--- config.mk ---
export PLATFORM = sky130hd
export DESIGN_NAME = quad_warp_packer
export DESIGN_NICKNAME = d
export VERILOG_FILES = /design/src/rtl/wp_pkg.sv /design/src/rtl/wp_quad_deriv.sv /design/src/rtl/wp_fill_ctrl.sv /design/src/rtl/wp_slot_bank.sv /design/src/rtl/quad_warp_packer.sv
export SDC_FILE = /design/constraint.sdc
export NUM_CORES = 1
export LEC_CHECK = 0
export ABC_AREA = 1
export BUFFER_PORTS_ARGS = -buffer_cell sky130_fd_sc_hd__buf_4
export CAP_MARGIN = 20
export CORE_AREA = 2 2 454 456
export CTS_CLUSTER_DIAMETER = 40
export DETAILED_ROUTE_END_ITERATION = 10
export DIE_AREA = 0 0 456 458
export SLEW_MARGIN = 20
export SYNTH_ARGS = -nofsm -noshare
export SYNTH_HDL_FRONTEND = slang
export SYNTH_HIERARCHICAL = 1
export SYNTH_SLANG_ARGS = --single-unit
--- constraint.sdc ---
create_clock -name clk -period 2.4 [get_ports clk]
set_clock_uncertainty 0.15 [all_clocks]
set_input_delay 0.12 -clock clk [delete_from_list [all_inputs] [get_ports clk]]
set_output_delay 0.12 -clock clk [all_outputs]
set_load 0.02 [all_outputs]
--- src/rtl/wp_pkg.sv ---
package wp_pkg;
  localparam int LANES_PER_QUAD = 4;
  localparam int LANE_TL = 0;
  localparam int LANE_TR = 1;
  localparam int LANE_BL = 2;
  localparam int LANE_BR = 3;
endpackage

--- src/rtl/wp_quad_deriv.sv ---
module wp_quad_deriv
  import wp_pkg::*;
#(
  parameter int AW = 8
) (
  input  logic [LANES_PER_QUAD*AW-1:0]     attr,
  output logic [LANES_PER_QUAD*(AW+1)-1:0] ddx,
  output logic [LANES_PER_QUAD*(AW+1)-1:0] ddy
);
  localparam int DW = AW + 1;

  logic [DW-1:0] ext [LANES_PER_QUAD];
  logic [DW-1:0] dh_top, dh_bot, dv_left, dv_right;

  for (genvar l = 0; l < LANES_PER_QUAD; l++) begin : g_ext
    assign ext[l] = {1'b0, attr[l*AW +: AW]};
  end

  assign dh_top   = ext[LANE_TR] - ext[LANE_TL];
  assign dh_bot   = ext[LANE_BR] - ext[LANE_BL];
  assign dv_left  = ext[LANE_BL] - ext[LANE_TL];
  assign dv_right = ext[LANE_BR] - ext[LANE_TR];

  for (genvar l = 0; l < LANES_PER_QUAD; l++) begin : g_lane
    if (l < 2) begin : g_top
      assign ddx[l*DW +: DW] = dh_top;
    end else begin : g_bot
      assign ddx[l*DW +: DW] = dh_bot;
    end
    if ((l % 2) == 0) begin : g_left
      assign ddy[l*DW +: DW] = dv_left;
    end else begin : g_right
      assign ddy[l*DW +: DW] = dv_right;
    end
  end
endmodule

--- src/rtl/wp_fill_ctrl.sv ---
module wp_fill_ctrl #(
  parameter int QN = 8
) (
  input  logic                     clk,
  input  logic                     rst,
  input  logic                     in_valid,
  input  logic                     in_last,
  input  logic [3:0]               in_cov,
  input  logic                     out_ready,
  output logic                     in_ready,
  output logic                     wr_en,
  output logic [$clog2(QN)-1:0]    wr_slot,
  output logic                     clr,
  output logic                     out_valid,
  output logic [$clog2(QN+1)-1:0]  count
);
  localparam int CW = $clog2(QN + 1);
  localparam int SW = $clog2(QN);

  logic          vld;
  logic [CW-1:0] cnt, nxt;
  logic          acc;

  assign in_ready = !vld;
  assign acc      = in_valid && !vld;
  assign wr_en    = acc && (in_cov != 4'b0000);
  assign wr_slot  = cnt[SW-1:0];
  assign nxt      = cnt + {{(CW-1){1'b0}}, wr_en};
  assign clr      = vld && out_ready;

  always_ff @(posedge clk) begin
    if (rst) begin
      vld <= 1'b0;
      cnt <= '0;
    end else if (clr) begin
      vld <= 1'b0;
      cnt <= '0;
    end else if (acc) begin
      cnt <= nxt;
      if (nxt == CW'(QN) || (in_last && nxt != '0)) vld <= 1'b1;
    end
  end

  assign out_valid = vld;
  assign count     = cnt;

  assert_hold_R8: assert property (@(posedge clk) disable iff (rst)
    (vld && !out_ready) |=> (vld && $stable(cnt)));

  assert_cap_R5: assert property (@(posedge clk) disable iff (rst)
    cnt <= CW'(QN));

  assert_no_empty_warp_R7: assert property (@(posedge clk) disable iff (rst)
    vld |-> (cnt != '0));
endmodule

--- src/rtl/wp_slot_bank.sv ---
module wp_slot_bank
  import wp_pkg::*;
#(
  parameter int XW = 12,
  parameter int AW = 8,
  parameter int QN = 8
) (
  input  logic                                 clk,
  input  logic                                 rst,
  input  logic                                 wr_en,
  input  logic [$clog2(QN)-1:0]                wr_slot,
  input  logic                                 clr,
  input  logic [XW-1:0]                        qx,
  input  logic [XW-1:0]                        qy,
  input  logic [LANES_PER_QUAD-1:0]            cov,
  input  logic [LANES_PER_QUAD*AW-1:0]         attr,
  input  logic [LANES_PER_QUAD*(AW+1)-1:0]     ddx,
  input  logic [LANES_PER_QUAD*(AW+1)-1:0]     ddy,
  output logic [QN*XW-1:0]                     slot_qx,
  output logic [QN*XW-1:0]                     slot_qy,
  output logic [QN*LANES_PER_QUAD-1:0]         slot_cov,
  output logic [QN*LANES_PER_QUAD-1:0]         slot_help,
  output logic [QN*LANES_PER_QUAD*AW-1:0]      slot_attr,
  output logic [QN*LANES_PER_QUAD*(AW+1)-1:0]  slot_ddx,
  output logic [QN*LANES_PER_QUAD*(AW+1)-1:0]  slot_ddy
);
  localparam int SW = $clog2(QN);
  localparam int QA = LANES_PER_QUAD * AW;
  localparam int QD = LANES_PER_QUAD * (AW + 1);
  localparam int L  = LANES_PER_QUAD;

  for (genvar s = 0; s < QN; s++) begin : g_slot
    logic [XW-1:0] r_qx, r_qy;
    logic [L-1:0]  r_cov, r_help;
    logic [QA-1:0] r_attr;
    logic [QD-1:0] r_ddx, r_ddy;

    always_ff @(posedge clk) begin
      if (rst || clr) begin
        r_qx   <= '0;
        r_qy   <= '0;
        r_cov  <= '0;
        r_help <= '0;
        r_attr <= '0;
        r_ddx  <= '0;
        r_ddy  <= '0;
      end else if (wr_en && wr_slot == SW'(s)) begin
        r_qx   <= qx;
        r_qy   <= qy;
        r_cov  <= cov;
        r_help <= ~cov;
        r_attr <= attr;
        r_ddx  <= ddx;
        r_ddy  <= ddy;
      end
    end

    assign slot_qx[s*XW +: XW]  = r_qx;
    assign slot_qy[s*XW +: XW]  = r_qy;
    assign slot_cov[s*L +: L]   = r_cov;
    assign slot_help[s*L +: L]  = r_help;
    assign slot_attr[s*QA +: QA] = r_attr;
    assign slot_ddx[s*QD +: QD] = r_ddx;
    assign slot_ddy[s*QD +: QD] = r_ddy;

    assert_clear_empties_R11: assert property (@(posedge clk) disable iff (rst)
      clr |=> (r_cov == '0 && r_help == '0));
  end
endmodule

--- src/rtl/quad_warp_packer.sv ---
module quad_warp_packer #(
  parameter int XW = 12,
  parameter int AW = 8,
  parameter int QN = 8
) (
  input  logic                        clk,
  input  logic                        rst,
  input  logic                        in_valid,
  output logic                        in_ready,
  input  logic [XW-1:0]               in_qx,
  input  logic [XW-1:0]               in_qy,
  input  logic [3:0]                  in_cov,
  input  logic [4*AW-1:0]             in_attr,
  input  logic                        in_last,
  output logic                        out_valid,
  input  logic                        out_ready,
  output logic [QN*XW-1:0]            out_qx,
  output logic [QN*XW-1:0]            out_qy,
  output logic [4*QN-1:0]             out_cov,
  output logic [4*QN-1:0]             out_help,
  output logic [$clog2(QN+1)-1:0]     out_count,
  output logic [4*QN*AW-1:0]          out_attr,
  output logic [4*QN*(AW+1)-1:0]      out_ddx,
  output logic [4*QN*(AW+1)-1:0]      out_ddy
);
  localparam int SW = $clog2(QN);
  localparam int DW = AW + 1;

  logic          wr_en, clr;
  logic [SW-1:0] wr_slot;
  logic [4*DW-1:0] q_ddx, q_ddy;

  wp_fill_ctrl #(.QN(QN)) u_ctrl (
    .clk(clk), .rst(rst), .in_valid(in_valid), .in_last(in_last),
    .in_cov(in_cov), .out_ready(out_ready), .in_ready(in_ready),
    .wr_en(wr_en), .wr_slot(wr_slot), .clr(clr),
    .out_valid(out_valid), .count(out_count)
  );

  wp_quad_deriv #(.AW(AW)) u_deriv (
    .attr(in_attr), .ddx(q_ddx), .ddy(q_ddy)
  );

  wp_slot_bank #(.XW(XW), .AW(AW), .QN(QN)) u_bank (
    .clk(clk), .rst(rst), .wr_en(wr_en), .wr_slot(wr_slot), .clr(clr),
    .qx(in_qx), .qy(in_qy), .cov(in_cov), .attr(in_attr),
    .ddx(q_ddx), .ddy(q_ddy),
    .slot_qx(out_qx), .slot_qy(out_qy), .slot_cov(out_cov),
    .slot_help(out_help), .slot_attr(out_attr),
    .slot_ddx(out_ddx), .slot_ddy(out_ddy)
  );

  assert_lane_fill_R3: assert property (@(posedge clk) disable iff (rst)
    out_valid |-> ($countones(out_cov | out_help) == 4 * int'(out_count)));

  assert_lane_disjoint_R3: assert property (@(posedge clk) disable iff (rst)
    (out_cov & out_help) == '0);
endmodule

==> reports/qor.yml, run 1 <==
numCtsBuffers: 182
fin_util_pct: 31.2
grt_pass1_wl_um: 287000
areaGrowthSynthToFinish_pct: 52.4
ys_ff_latch: 1093
nets: 7533
syn_inst: 6015
critPathTopFamily: "buffers and inverters"
tritoncts: "done"
period_share_pct: 95.9
hold_ws_ps: 68.3
hold_viol: 0
cts_buffer_depth: 3
fmax_ghz: 0.435
path_common_cell: "nor2_1"
num_vias: 43803
cp-end-kind: "flip-flop"
syn_area_um2: 41700
drv_slew: 0
synthDistinctLibCells: 26
antenna_found_initial: 13
vdd_drop_max_uv: 579
dp_hpwl_um: 155000
synth-seq-area-share_pct: 52.5
dr.pass1.iters: 6
portBuffers: 1158
clockRootBuffer: "clkbuf_16"
htreeDepth: 4
clkSinkCount: 1093
drc: 0
fillCellCount: 21472
clkTransAtPathRegs_ps: 60
clk_latency_ps: 810
max_cap_violations: 0
outcome: "finished, final reports clean"
die_h_um: 458
worstMarginPinSlew_ps: 672
fin_crit_ps: 2300
crit_type: "in -> reg"
initial_core_util_pct: 20.5
gp_congestion: 0.913
ys.warnings.count: 6
required_ps: 2950
grt_max_degree: 85
critical_path.max_fanout: 6
io-pin-count: 1159
finalWirelength_um: 207000
grt_pass1_vias: 41059
cellPowerDensity_nw_per_um2: 892
rsz0062_at_grt: "false"
p_leak_uw: 0.0294
synth_area_per_cell_um2: 6.93
crit_buf_inv: 5
core-area_um2: 204000
fin_tns_setup_ps: 0
drt.antenna.violating_nets: 0
layout-drive-gt1-share_pct: 24.8
cp-start-kind: "primary input"
first_iter_violations: 3710
path_cells: "dlygate4sd3_1 -> buf_4 -> inv_1 -> ha_1 -> fa_1 -> nor2_1 -> o21ai_1 -> buf_4 -> nor2_1 -> nor2_1 -> inv_1 -> nand2_1 -> nand2_1 -> nor2_1"
power.total_uw: 56700
num_rows: 166
wl_per_cell_um: 20.1
max_stage_delay_ps: 530
die-area_um2: 209000
die_w_um: 456
arrival_ps: 2850
track_usage_pct: 18.8
grt-ovfl-total: 0
slowest_stage: "dlygate4sd3_1"
setup_viol: 0
hold_path_class: "in -> reg"
via_per_inst: 4.26
max_slew_margin_pct: 55.1
synthesis.nets: 6118
-- area by class of cell --
class | count | area, um^2 | share of cell area (%)
Clock buffer | 213 | 4880 | 7.68
Timing Repair Buffer | 1617 | 13600 | 21.3
Sequential cell | 1093 | 21900 | 34.4
Inverter | 226 | 856 | 1.35
Tap cell | 2688 | 3360 | 5.29
Multi-Input combinational cell | 4310 | 17200 | 27.1
Clock inverter | 123 | 1750 | 2.75
Antenna cell | 8 | 20.0 | 0.0315
-- logic make-up (layout without fill, tap and decap cells) --
logic type / Yosys count / in the layout / synth area share (%)
DFF: 1093 / 1093 / 52.5
AOI/OAI and AO/OA: 313 / 313 / 3.78
xor gates and xnor gates: 12 / 12 / 0.252
and+or+nand+nor: 3947 / 3947 / 35.8
adders and majority gates: 38 / 38 / 1.21
other: 0 / 8 / 0
buffers and inverters: 612 / 2179 / 6.44
-- flip-flops by register name, indices dropped and copies added, names as in the netlist, 4 cells and up --
name / cells
u_bank/g_slot.r_help: 32
u_ctrl/count: 4
u_bank/g_slot.r_attr: 256
u_bank/g_slot.r_qx: 96
u_bank/g_slot.r_cov: 32
u_bank/g_slot.r_ddy: 288
u_bank/g_slot.r_qy: 96
u_bank/g_slot.r_ddx: 288
-- worst min-delay path, stage by stage --
cell and delay, ps:
dlygate4sd3_1 550, buf_4 180, nor2_1 60, nor2_1 80
-- placed cells by master (no fill, tap or decap), types with 34 or more instances in the layout --
cell type / n
buf_12: 84
nand2_1: 1725
o21ai_0: 260
a21oi_1: 47
nor2_1: 2142
dlygate4sd3_1: 89
dfxtp_1: 1093
inv_1: 222
buf_4: 1434
clkbuf_16: 189
nand3_1: 51
ha_1: 34
-- path summary, 6_finish.rpt --
path                                            from  depth (start not counted)  slack (ps)                                      end
max                                      in_attr[16]                         14         100  u_bank/g_slot[5].r_ddy[26]$_SDFFE_PP0P_
min                                        in_qx[11]                          4          70   u_bank/g_slot[7].r_qx[11]$_SDFFE_PP0P_
max reg2reg            u_ctrl/out_valid$_SDFFE_PP0P_                         12         130  u_bank/g_slot[5].r_ddx[17]$_SDFFE_PP0P_
min reg2reg  u_bank/g_slot[7].r_help[0]$_SDFFE_PP0P_                          2         320  u_bank/g_slot[7].r_help[0]$_SDFFE_PP0P_
-- power by group --
group / internal [uW] / total [uW] / switching, uW
logic: 3180 / 9150 / 5960
clock network: 17800 / 28000 / 10300
registers: 19000 / 19500 / 503
total: 39900 / 56700 / 16700
-- cells in the mapped netlist, drive strengths merged --
| library cell | count | area share [%] |
|---|---|---|
| a211oi | 1 | 0.030 |
| a21oi | 48 | 0.59 |
| buf | 257 | 3.2 |
| clkbuf | 129 | 1.2 |
| dfxtp | 1093 | 52 |
| fa | 4 | 0.19 |
| ha | 34 | 1.0 |
| inv | 226 | 2.0 |
| nand2 | 1729 | 16 |
| nand3 | 51 | 0.61 |
| nand3b | 4 | 0.072 |
| nand4 | 1 | 0.015 |
| nor2 | 2156 | 19 |
| nor4 | 1 | 0.015 |
| o21ai | 264 | 3.2 |
| or2 | 5 | 0.081 |
| xnor2 | 12 | 0.25 |
-- timing repair --
item / in CTS / in global routing
hold endpoints to repair: 1088 / 0
setup endpoints to repair: 318 / 147
buffers inserted: 7 / 1
pin swaps: 3 / 0
gates cloned: 0 / 4
resized for setup: 0 / 14
hold buffers: 89 / 0
-- routing by layer --
metal	share of wire, %	up-vias	global-route usage [%]
met5	0	-	0
met3	7.5	446	4.50
met4	5.9	0	11.0
met1	37	20423	20.6
met2	50	1920	32.9
li1	-	21014	-
-- stage by stage --
stage          std cells  instance area, um^2  setup WS (ps)
2_1_floorplan       6015                41700            246
3_3_place_gp        9833                55700           -679
3_5_place_dp        9833                55700           -685
4_1_cts            10265                63400           12.9
5_1_grt            10274                63600           12.4
6_report           10278                63600           98.6
No activity file was read; power rests on OpenSTA's default activity.
==> inputs of run 2 (changes only) <==
CORE_AREA = 2 2 449 451   (was 2 2 454 456)
DIE_AREA = 0 0 451 453   (was 0 0 456 458)
REMOVE_ABC_BUFFERS = 1   (was unset)
clock period = 2.65 ns   (was 2.4 ns; I/O delays follow)
==> run 2 against run 1 <==
Routed wire length decreased by 12%. Via count down 3.6%. Critical endpoint is now u_bank/g_slot[3].r_qy[0]$_SDFFE_PP0P_. Worst hold slack got worse by 4.2 ps.
==> reports/qor.yml, run 2 (same netlist as run 1, synthesis figures left out) <==
outcome: "finished, final reports clean"
reg_top3: "u_bank/g_slot.r_ddx: 288 flops, u_bank/g_slot.r_ddy: 288 flops, u_bank/g_slot.r_attr: 256 flops"
fin_util_pct: 31.1  # -0.13 points
wl_per_cell_um: 17.9  # -11%
cp-start-kind: "flip-flop"
dp_slack_ps: -364  # +321 ps
worstMarginPinSlew_ps: 753  # +81.1 ps
grt-ovfl-total: 0  # unchanged
layout_common_cells: "2,145 x nor2_1, 1,725 x nand2_1, 1,362 x buf_4, 1,093 x dfxtp_1, 260 x o21ai_0"
fmax_ghz: 0.396
die-area_um2: 204000  # -2.2%
io-pin-count: 1159  # unchanged
drv_slew: 0  # unchanged
rsz0062_at_grt: "false"
layout-drive-gt1-share_pct: 23.5  # -1.3 points
die_w_um: 451  # -1.1%
htreeDepth: 4  # unchanged
setup_viol: 0  # unchanged
hold_ws_ps: 64.1  # -4.22 ps
hold_viol: 0  # unchanged
critical_path.max_fanout: 44  # +38
dp_hpwl_um: 135000  # -13%
r2r_cells: 11  # -1
drt.antenna.violating_nets: 0  # unchanged
portBuffers: 1158  # unchanged
gp_congestion: 0.874  # -4.2%
max_slew_margin_pct: 49.8  # -5.4 points
period_share_pct: 95.3
cellPowerDensity_nw_per_um2: 794  # -11%
rr_endpoint: "u_bank/g_slot[3].r_qy[0]$_SDFFE_PP0P_"
grt_pass1_vias: 39339  # -4.2%
max_cap_violations: 0  # unchanged
post_cts_buffers: 0  # -7
first_iter_violations: 3361  # -9.4%
nets: 7429  # -1.4%
antenna_cells: 0  # -8
core-area_um2: 199000  # -2.2%
whs_path_depth: 4  # unchanged
fin_crit_ps: 2530
hold_path_class: "in -> reg"
clkSinkCount: 1093  # unchanged
tritoncts: "done"
vdd_drop_max_uv: 608  # +4.9%
clk_latency_ps: 820  # about the same
antenna_found_initial: 2  # -11
reg2reg_slack_ps: 120  # about the same
required_ps: 3170  # +220 ps
crit_type: "reg -> reg"
areaGrowthSynthToFinish_pct: 48.5
num_vias: 42215  # -3.6%
crit_end: "u_bank/g_slot[3].r_qy[0]$_SDFFE_PP0P_"
arrival_ps: 3040  # +190 ps
critPathLaunch: "u_ctrl/out_valid$_SDFFE_PP0P_"
p_leak_uw: 0.0286  # -2.8%
numCtsBuffers: 176  # -3.3%
fillCellCount: 21076  # -1.8%
num_rows: 164  # -1.2%
grt_pass1_wl_um: 259000  # -9.8%
r2r-start: "u_ctrl/out_valid$_SDFFE_PP0P_"
finalWirelength_um: 181000  # -12%
clkTransAtPathRegs_ps: 50  # about the same
drc: 0  # unchanged
via_per_inst: 4.17  # -2.2%
grt_max_degree: 94  # +11%
setup_slack_ps: 124  # +25.9 ps
cts_buffer_depth: 3  # unchanged
die_h_um: 453  # -1.1%
clockRootBuffer: "clkbuf_16"
initial_core_util_pct: 20.9  # +0.46 points
final_common_cell: "nor2_1"
cp-end-kind: "flip-flop"
dr.pass1.iters: 6  # unchanged
track_usage_pct: 16.8  # -1.9 points
[run 2: cell types whose count changed in the layout (fill, tap and decap cells not counted), sizes merged]
cell,before,now
bufinv,27,19
diode,8,0
clkinv,31,46
dlygate4sd3,89,101
buf,1524,1418
clkinvlp,31,26
inv,260,258
clkbuf,217,205
[run 2: report_power, final]
part / switching [uW] / internal (uW)
logic: 4960 / 2570
registers: 455 / 17200
clock network: 9110 / 14900
total: 14500 / 34600
[run 2: through the flow]
| stage | area, um^2 | TNS (ps) | total power, uW | std cells |
|---|---|---|---|---|
| 5_1_grt | 61900 | 0 | 51100 | 10132 |
| 3_5_place_dp | 54600 | -12260 | 25400 | 9702 |
| 3_3_place_gp | 54600 | -13800 | 25300 | 9701 |
| 4_1_cts | 61900 | 0 | 49600 | 10132 |
| 6_report | 61900 | 0 | 49200 | 10132 |
| 2_1_floorplan | 39900 | - | 23100 | 5629 |
[run 2: worst max-delay path: stages (launching register included)]
cell and delay [ps]:
dfxtp_1 330, inv_1 110, nand2_2 140, nor2_1 210
buf_4 150, nand2_1 230, nor2_4 230, buf_12 220
buf_12 210, nand2_1 60, nand2_1 60, nor2_1 50
[run 2: cell type report]
cell class,instances,area [um^2],area share [%]
Sequential cell,1093,21900,35.3
Multi-Input combinational cell,4310,17200,27.8
Timing Repair Buffer,1519,12400,20.0
Clock buffer,205,4690,7.58
Tap cell,2656,3320,5.37
Clock inverter,123,1600,2.58
Inverter,226,856,1.38
[run 2: repair_timing]
action                                  in CTS  in global routing
hold buffers                               102                  0
resized for setup                            0                  4
hold endpoints to repair                  1006                  0
endpoints found under the setup margin       0                 24
[run 2: worst min path at each step]
| stage | end | start |
|---|---|---|
| finish | u_bank/g_slot[4].r_qy[1]$_SDFFE_PP0P_ | in_qy[1] |
| global placement | u_bank/g_slot[7].r_qy[2]$_SDFFE_PP0P_ | in_qy[2] |
| detailed placement | u_bank/g_slot[7].r_qx[1]$_SDFFE_PP0P_ | in_qx[1] |
| global route | u_bank/g_slot[4].r_qy[1]$_SDFFE_PP0P_ | in_qy[1] |
| floorplan | u_bank/g_slot[7].r_attr[0]$_SDFFE_PP0P_ | in_attr[0] |
| CTS | u_bank/g_slot[7].r_attr[4]$_SDFFE_PP0P_ | in_attr[4] |
[run 2: per-layer routing]
layer / share of wire (%) / wire (um) / up-vias / global-route usage (%)
li1: - / - / 20778 / -
met1: 39 / 70100 / 19517 / 19.0
met2: 49 / 88500 / 1539 / 29.1
met3: 7.2 / 13100 / 381 / 4.27
met4: 5.2 / 9420 / 0 / 8.79
met5: 0 / 0 / - / 0
